==> src/rtl/txq_engine.sv <==
module txq_engine #(
  parameter int CW = 8
) (
  input  logic        clk,
  input  logic        rst_n,
  input  logic        reg_we,
  input  logic [2:0]  reg_addr,
  input  logic [31:0] reg_wdata,
  output logic [31:0] reg_rdata,
  output logic        rd_req,
  output logic [31:0] rd_addr,
  input  logic        rd_gnt,
  input  logic [63:0] rd_data,
  output logic        tx_req,
  output logic [31:0] tx_addr,
  output logic [11:0] tx_len,
  input  logic        tx_done,
  input  logic        tx_ok,
  input  logic        tx_nocarrier,
  input  logic        tx_late,
  input  logic        tx_under,
  input  logic        tx_xcoll,
  input  logic [4:0]  tx_ncoll,
  output logic        st_we,
  output logic [31:0] st_addr,
  output logic [31:0] st_data,
  input  logic        st_ack,
  output logic        done_evt
);
  localparam int DSTEP = 8;
  localparam int SSTEP = 4;

  typedef enum logic [1:0] {S_IDLE, S_FETCH, S_XMIT, S_STAT} st_t;
  st_t state;

  logic [31:0] d_base, d_len, d_cur, s_base, s_len, s_cur;
  logic [31:0] buf_addr, s_word;
  logic [11:0] buf_len;
  logic [14:0] buf_idx;
  logic [CW-1:0] pend;

  wire unused_bits = &{1'b0, rd_data[63], rd_data[46:44]};

  function automatic logic [31:0] step(input logic [31:0] cur, base, len, input int inc);
    logic [31:0] off;
    off = cur - base + 32'(inc);
    return (off >= len) ? base : cur + 32'(inc);
  endfunction

  wire take = (state == S_FETCH) && rd_gnt;
  wire put  = (state == S_STAT) && st_ack;
  wire enq  = reg_we && (reg_addr == 3'd6);
  wire [CW-1:0] add = enq ? reg_wdata[CW-1:0] : '0;

  assign rd_req  = (state == S_FETCH);
  assign rd_addr = d_cur;
  assign tx_req  = (state == S_XMIT);
  assign tx_addr = buf_addr;
  assign tx_len  = buf_len;
  assign st_we   = (state == S_STAT);
  assign st_addr = s_cur;
  assign st_data = s_word;

  always_comb begin
    case (reg_addr)
      3'd0: reg_rdata = d_base;
      3'd1: reg_rdata = d_len;
      3'd2: reg_rdata = d_cur;
      3'd3: reg_rdata = s_base;
      3'd4: reg_rdata = s_len;
      3'd5: reg_rdata = s_cur;
      3'd6: reg_rdata = 32'(pend);
      default: reg_rdata = '0;
    endcase
  end

  always_ff @(posedge clk) begin
    if (!rst_n) begin
      state <= S_IDLE;
      {d_base, d_len, d_cur, s_base, s_len, s_cur} <= '0;
      buf_addr <= '0; buf_len <= '0; buf_idx <= '0; s_word <= '0;
      pend <= '0; done_evt <= 1'b0;
    end else begin
      done_evt <= put;
      pend <= pend + add - CW'(take);
      case (state)
        S_IDLE:  if (pend != '0) state <= S_FETCH;
        S_FETCH: if (rd_gnt) begin
          d_cur    <= step(d_cur, d_base, d_len, DSTEP);
          buf_addr <= rd_data[31:0];
          buf_len  <= rd_data[43:32];
          buf_idx  <= rd_data[62:48];
          if (rd_data[47]) begin
            s_word <= {3'b101, 14'd0, rd_data[62:48]};
            state  <= S_STAT;
          end else state <= S_XMIT;
        end
        S_XMIT: if (tx_done) begin
          s_word <= {1'b1, tx_ok, 1'b0, tx_nocarrier, 1'b0, tx_late, tx_under,
                     tx_xcoll, 3'd0, tx_ncoll, 1'b0, buf_idx};
          state  <= S_STAT;
        end
        S_STAT: if (st_ack) begin
          s_cur <= step(s_cur, s_base, s_len, SSTEP);
          state <= S_IDLE;
        end
        default: state <= S_IDLE;
      endcase
      if (reg_we) begin
        case (reg_addr)
          3'd0: d_base <= reg_wdata;
          3'd1: d_len  <= reg_wdata;
          3'd2: d_cur  <= reg_wdata;
          3'd3: s_base <= reg_wdata;
          3'd4: s_len  <= reg_wdata;
          3'd5: s_cur  <= reg_wdata;
          default: ;
        endcase
      end
    end
  end
endmodule

==> config.mk <==
export PLATFORM = sky130hd
export DESIGN_NAME = txq_engine
export DESIGN_NICKNAME = d
export VERILOG_FILES = /design/src/rtl/txq_engine.sv
export SDC_FILE = /design/constraint.sdc
export NUM_CORES = 1
export LEC_CHECK = 0
export BUFFER_PORTS_ARGS = -buffer_cell sky130_fd_sc_hd__buf_4
export CORE_ASPECT_RATIO = 2
export CORE_MARGIN = 4
export CORE_UTILIZATION = 53
export CTS_CLUSTER_SIZE = 12
export DETAILED_ROUTE_END_ITERATION = 12
export GPL_TIMING_DRIVEN = 0
export PLACE_DENSITY = 0.78
export RECOVER_POWER = 100
export SYNTH_ARGS = -nofsm -noshare
export SYNTH_HDL_FRONTEND = slang
export SYNTH_SLANG_ARGS = --single-unit
==> constraint.sdc <==
create_clock -name clk -period 4.98 [get_ports clk]
set_clock_uncertainty 0.05 [all_clocks]
set_input_delay 0.249 -clock clk [delete_from_list [all_inputs] [get_ports clk]]
set_output_delay 0.249 -clock clk [all_outputs]
set_load 0.05 [all_outputs]
==> summary.md, run 1 <==
| Metric | Value |
|---|---|
| Status | `complete, but fails checks` |
| Violated checks | `capacitance limit, setup timing` |
| Syn_area_per_cell | `7.44 um^2` |
| Syn. warnings | `0` |
| Number of flops mapped to enable cells by yosys | `0` |
| Clk pin slew, worst setup/hold paths | `60 ps` |
| Vias in the first global route | `22800` |
| Pleak | `9.33 nW` |
| FMAX | `0.193 GHz` |
| Seq pwr share | `17.2%` |
| First-pass GRT wire length | `131000 um` |
| Switch Pwr | `8.58 mW` |
| DR DRC count | `0` |
| Worst relative slew slack | `1.35%` |
| Ys flop type | `dfxtp_1` |
| CP endpoint kind | `register` |
| Setup WS post-layout | `-205 ps` |
| RePlAce Congestion | `1.06` |
| Vias per cell | `6.49` |
| Via count | `22700` |
| Routed wire length | `90100 um` |
| Min-Delay Path Class | `input pin to register` |
| Peak supply drop | `0.795 mV` |
| Root Driver | `clkbuf_16` |
| Crit share post-route | `104%` |
| Die Area | `39300 um^2` |
| Crit path DAT | `5550 ps` |
| Wire length per cell | `25.8 um` |
| Async SR Flop Fraction | `0%` |
| H-tree depth | `1` |
| DRT iter0 DRCs | `1889` |
| P per Cell Area | `717 nW/um^2` |
| Drt first pass iters | `7` |
| Most frequent cell after synthesis | `nand2_1` |
| Initial antenna violation count | `0` |
| Number of max-cap violations | `1` |
| DIE HEIGHT | `277 um` |
| Synth Register Bits | `289` |
| Syn Inst Count | `2570` |
| Hold Vio Cnt, Final | `0` |
| Share of the synthesized area in the top cell type | `30.3%` |
| Initial core utilization | `53.6%` |
| DRT antenna net count | `0` |
| # clock sinks | `289` |
| Hpwl dp | `66900 um` |
| Finished Core Util | `69.5%` |
| Worst-case clock buffer depth | `3` |
| CP required | `5350 ps` |
| PortBufs | `280` |
| Kind of critical path | `register to register` |
| Crit start category | `register` |
| Later-pin clock latency in the skew report | `580 ps` |
| Share of layout cells above drive strength 1 | `14.5%` |
| Int Power | `9.19 mW` |
| Core Footprint | `35700 um^2` |
| RSZ-0062 raised after global routing | `true` |
| Sequential fraction of the synthesis area | `30.3%` |
| Max-slew violations | `0` |
| Die X | `142 um` |
| Synth Cell Area | `19100 um^2` |
| Sw frac | `48.3%` |
| CTS tree | `yes` |
| Clock network fraction of design power | `11.3%` |
| Num CTS Buffers | `29` |
| Area Overhead vs Synth | `29.7%` |
| Setup violations, final | `33` |
| Rows | `98` |
| List of most frequent post-synthesis cells | `nand2_1, a21oi_1, dfxtp_1` |
| Largest cells by area after synthesis | `dfxtp_1, ha_1, nand2_1, a21oi_1, a22oi_1` |
| Dominant cell type by area after synthesis | `dfxtp_1` |
| Combinational fraction of design power | `71.6%` |
| Top Ports | `291` |
| Antenna Cells | `0` |
| Final cell count without fillers | `3491` |
| Yosys cell types | `72` |
| Total global routing overflow | `0` |
| Fin Setup TNS | `-3530 ps` |
| Final min period | `5180 ps` |
| WHS | `44.2 ps` |
| Slew @ Worst Pin | `1470 ps` |
| GRT Total Usage | `43.2%` |
| CP max FO | `10` |
| Post-layout nets | `3360` |
| Placed insts | `3304` |
| Tot Pwr | `17.8 mW` |
| Largest net degree at the start of global routing | `15` |
[cell usage in the layout (no fill, tap or decap), types with 73 or more instances in the layout]
| cell | n |
|---|---|
| o21ai_0 | 83 |
| nand2_1 | 490 |
| dfxtp_1 | 230 |
| nor2_1 | 129 |
| nand3_1 | 73 |
| inv_1 | 167 |
| dlygate4sd3_1 | 101 |
| a22oi_1 | 87 |
| ha_1 | 177 |
| a21oi_1 | 337 |
| clkbuf_1 | 259 |
| buf_4 | 192 |
[worst max-delay path, stage by stage (launching register included)]
cell and delay (ps):
dfxtp_4 400, inv_1 100, ha_4 290, ha_4 210, nor2b_2 160, o31a_1 330
o21ai_2 210, a21oi_2 110, o21ai_2 240, a21o_1 240, a21oi_4 90, buf_6 140
nor4_2 280, nor3_2 80, ha_1 300, nand4_1 180, buf_4 190, buf_4 140
a211oi_4 210, a311oi_4 80, buf_6 230, nor2_4 250, buf_12 190, mux2i_1 230
a21oi_1 90
[power groups by stage]
stage	Combinational [mW]	Clock, mW	Sequential [mW]
2_1_floorplan	6.50	0	3.57
3_3_place_gp	9.40	0	3.05
3_5_place_dp	9.68	0	3.05
4_1_cts	11.2	1.99	3.02
5_1_grt	13.7	2.08	3.06
6_report	12.7	2.00	3.05
[routing by layer]
layer  part of all wire [%]  global-route usage (%)
met1                     30                    41.4
met2                     48                    73.7
met3                    8.5                    8.48
met4                     13                    43.1
met5                      0                       0
[worst paths after layout]
| path | start | endpoint | slack [ps] | cells past startpoint |
|---|---|---|---|---|
| max | s_base[3] | st_addr[1] | -200 | 24 |
| min | rd_data[47] | state[0] | 40 | 3 |
| max reg2reg | s_base[3] | st_addr[1] | -200 | 24 |
| min reg2reg | buf_idx[14] | buf_idx[14] | 410 | 2 |
[registers in the layout, summed over array words and instances, names as in the netlist]
name,flops
d_len,32
state,2
done_evt,1
buf_idx,15
st_data,27
rd_addr,32
s_base,32
tx_len,12
st_addr,32
pend,8
s_len,32
d_base,32
tx_addr,32
[repair_timing]
item / in CTS / in global routing
endpoints found under the hold margin: 236 / 0
endpoints found under the setup margin: 64 / 64
pin swaps: 52 / 76
setup buffers: 22 / 24
gates resized for setup: 190 / 131
hold buffers: 101 / 0
cloned: 3 / 3
[cell type report]
type,instances,area (um^2)
multi-input cells,1948,12900
fillers,2989,10900
flip-flops and latches,289,5930
repair buffers,431,3110
plain buffers,159,815
clock buffers,33,751
inverters,177,667
well taps,450,563
clock inverters,4,33.8
[through the flow]
step | setup slack [ps] | cell area [um^2]
2_1_floorplan | 3.04 | 19100
3_3_place_gp | -1290 | 21800
3_5_place_dp | -1300 | 21800
4_1_cts | -175 | 24500
5_1_grt | -392 | 24800
6_report | -205 | 24800
[kinds of logic after synthesis]
kind of cell,after synthesis,share of synthesized area [%]
compound gates,795,25.5
xor+xnor,61,2.80
fa+ha+maj,210,13.9
buf+inv,337,6.81
flops,289,30.3
mux,29,1.56
other cells,1,0.0196
simple gates,848,19.2
Power figures use the tool's default switching activity.
==> run 2: changes to the inputs <==
ABC_AREA = 1   (was default)
==> run 2 against run 1 <==
The run ends with capacitance limit, slew limit left. Hold slack improved by 57 ps. Sequential cell count unchanged. Maximum frequency increased by 6.2%. Final cell count increased by 16%. Non-clock buffer count decreased by 56. Via count increased by 7.9%. Wire length increased by 8.3%. Synthesized cell count increased by 20%. Critical path depth decreased by 1. Clock power about the same. First-iteration DRC count increased by 18%. Critical endpoint is now st_addr[25].
==> summary.md, run 2 <==
| Metric | Value |
|---|---|
| Via count | `24400` |
| Yosys cell types | `48` |
| First-pass GRT wire length | `142000 um` |
| Crit path from | `st_addr[14]` |
| FMAX | `0.205 GHz` |
| Status | `complete, but fails checks` |
| Later-pin clock latency in the skew report | `600 ps` |
| List of most frequent post-synthesis cells | `nand2_1, inv_1, nor2_1` |
| Violated checks | `capacitance limit, slew limit` |
| Hold Vio Cnt, Final | `0` |
| DP Area | `23400 um^2` |
| Final min period | `4880 ps` |
| Initial antenna violation count | `2` |
| Die X | `148 um` |
| HP Start | `rd_data[47]` |
| Async SR Flop Fraction | `0%` |
| Syn_area_per_cell | `6.69 um^2` |
| Tot Pwr | `9.62 mW` |
| Synth Cell Area | `20700 um^2` |
| Final instance area | `24800 um^2` |
| Most frequent cell after synthesis | `nand2_1` |
| Dominant cell type by area after synthesis | `dfxtp_1` |
| Hpwl dp | `77600 um` |
| Wire length per cell | `24.2 um` |
| Ys flop type | `dfxtp_1` |
| CP endpoint kind | `register` |
| Fill count | `3645` |
| R2r setup slk | `100 ps` |
| Syn. warnings | `0` |
| Crit start category | `register` |
| Worst R2R Start | `st_addr[14]` |
| Final cell count without fillers | `4035` |
| DR DRC count | `0` |
| RePlAce Congestion | `1.07` |
| DRT iter0 DRCs | `2223` |
| Setup violations, final | `0` |
| Pleak | `10.9 nW` |
| Die Area | `42400 um^2` |
| Clk pin slew, worst setup/hold paths | `70 ps` |
| Top Ports | `291` |
| Register area | `5790 um^2` |
| Fin Setup TNS | `0 ps` |
| Crit share post-route | `98.1%` |
| Rows | `102` |
| Slew @ Worst Pin | `1700 ps` |
| Root Driver | `clkbuf_16` |
| CP max FO | `10` |
| Number of flops mapped to enable cells by yosys | `0` |
| Vias per cell | `6.06` |
| Most common cell after layout, fill and taps aside | `nand2_1` |
| Placed insts | `3890` |
| Area of the multi-input gates | `12800 um^2` |
| Share of the synthesized area in the top cell type | `28.0%` |
| Core Footprint | `38700 um^2` |
| Drt first pass iters | `7` |
| H-tree depth | `1` |
| # clock sinks | `289` |
| Initial core utilization | `53.4%` |
| Syn Inst Count | `3087` |
| DIE HEIGHT | `287 um` |
| PortBufs | `278` |
| Crit path DAT | `5350 ps` |
| Number of max-cap violations | `1` |
| Max-slew violations | `11` |
| Synth Register Bits | `289` |
| Area Overhead vs Synth | `20.2%` |
| Largest net degree at the start of global routing | `16` |
| Post-layout nets | `3831` |
| Vias in the first global route | `24800` |
| Share of layout cells above drive strength 1 | `6.50%` |
| Routed wire length | `97600 um` |
| Num CTS Buffers | `28` |
| Worst-case clock buffer depth | `3` |
| Total global routing overflow | `0` |
| Worst relative slew slack | `-14.3%` |
| Min-Delay Path Class | `input pin to register` |
| Largest cells by area after synthesis | `dfxtp_1, ha_1, nand2_1, inv_1, a21oi_1` |
| CP required | `5440 ps` |
| Kind of critical path | `register to register` |
| CTS tree | `yes` |
| Peak supply drop | `0.443 mV` |
| DRT antenna net count | `0` |
| Most frequent cells in the layout | `nand2_1, inv_1, nor2_1` |
| Sequential fraction of the synthesis area | `28.0%` |
| P per Cell Area | `388 nW/um^2` |
| GRT Total Usage | `44.2%` |
-- run 2: cell types whose count changed after synthesis, sizes merged, moves of 57 or more --
cell   previous run  this run
a21oi           352       295
o21ai           110       322
nor2            132       339
a22oi            88         1
nand3            76       189
xor2             15        76
inv             176       447
-- run 2: through the flow --
| stage | utilization, % | setup slack [ps] | hold WS, ps |
|---|---|---|---|
| 6_report | 64.2 | 95.6 | 101 |
| 5_1_grt | 64.2 | -5.95 | 133 |
| 4_1_cts | 65.4 | 2.11 | 22.7 |
| 3_5_place_dp | 60.5 | -857 | 413 |
| 3_3_place_gp | 60.5 | -823 | 405 |
| 2_1_floorplan | - | 909 | 334 |
-- run 2: layer usage --
| layer | routed length (um) | global-route usage (%) | vias to the layer above |
|---|---|---|---|
| met5 | 0 | 0 | - |
| met4 | 13300 | 49.0 | 0 |
| met3 | 7230 | 6.77 | 588 |
| met2 | 47900 | 78.4 | 1637 |
| met1 | 29100 | 39.7 | 11100 |
| li1 | - | - | 11100 |
-- run 2: what timing repair did --
action / 4_1_cts / 5_1_grt
hold buffers: 102 / 0
buffers inserted: 0 / 4
hold endpoints to repair: 224 / 0
pin swaps: 2 / 6
gates cloned: 0 / 0
setup endpoints to repair: 62 / 64
gates resized for setup: 22 / 32
-- run 2: path summary, 6_finish.rpt --
kind              cells after the start          end
setup / recovery                     23  st_addr[25]
hold / removal                        5     state[0]
setup reg to reg                     23  st_addr[25]
hold reg to reg                       2  st_data[28]
-- run 2: layout make-up --
class                           instances  area share (%)
Multi-Input combinational cell       2205            51.4
Timing Repair Buffer                  385            10.1
Clock buffer                           32            2.96
Buffer                                149            2.64
Clock inverter                          2           0.151
Inverter                              448            6.77
Tap cell                              520            2.62
Sequential cell                       289            23.3
Antenna cell                            5          0.0504
-- run 2: kinds of logic after synthesis --
group,count (synthesis),share of synthesized area [%]
flops,289,28.0
fa+ha+maj,210,12.8
other cells,1,0.0182
simple gates,1136,23.6
compound gates,757,20.1
xor+xnor,97,4.11
buf+inv,597,11.4
-- run 2: critical path, cell delays in order, from the launching register on --
cell and delay (ps):
dfxtp_1 500, ha_1 300, ha_1 410, nand2_1 210
nor2_1 140, inv_1 70, nor3_2 390, nand3_1 130
nand3_1 320, a21oi_1 150, xnor2_1 150, ha_1 270
nand2_1 60, inv_1 60, nand4_1 90, buf_4 170
nor4_4 410, nand2_4 220, nand2_8 180, buf_4 180
nand3_1 80, nand3_1 110, nand2_1 60, inv_1 60
-- run 2: power by group --
group          internal [mW]  switching, mW  leakage, nW
clock network           1.04          0.975        0.373
logic                   1.42           3.42         8.21
registers               2.57          0.206         2.36
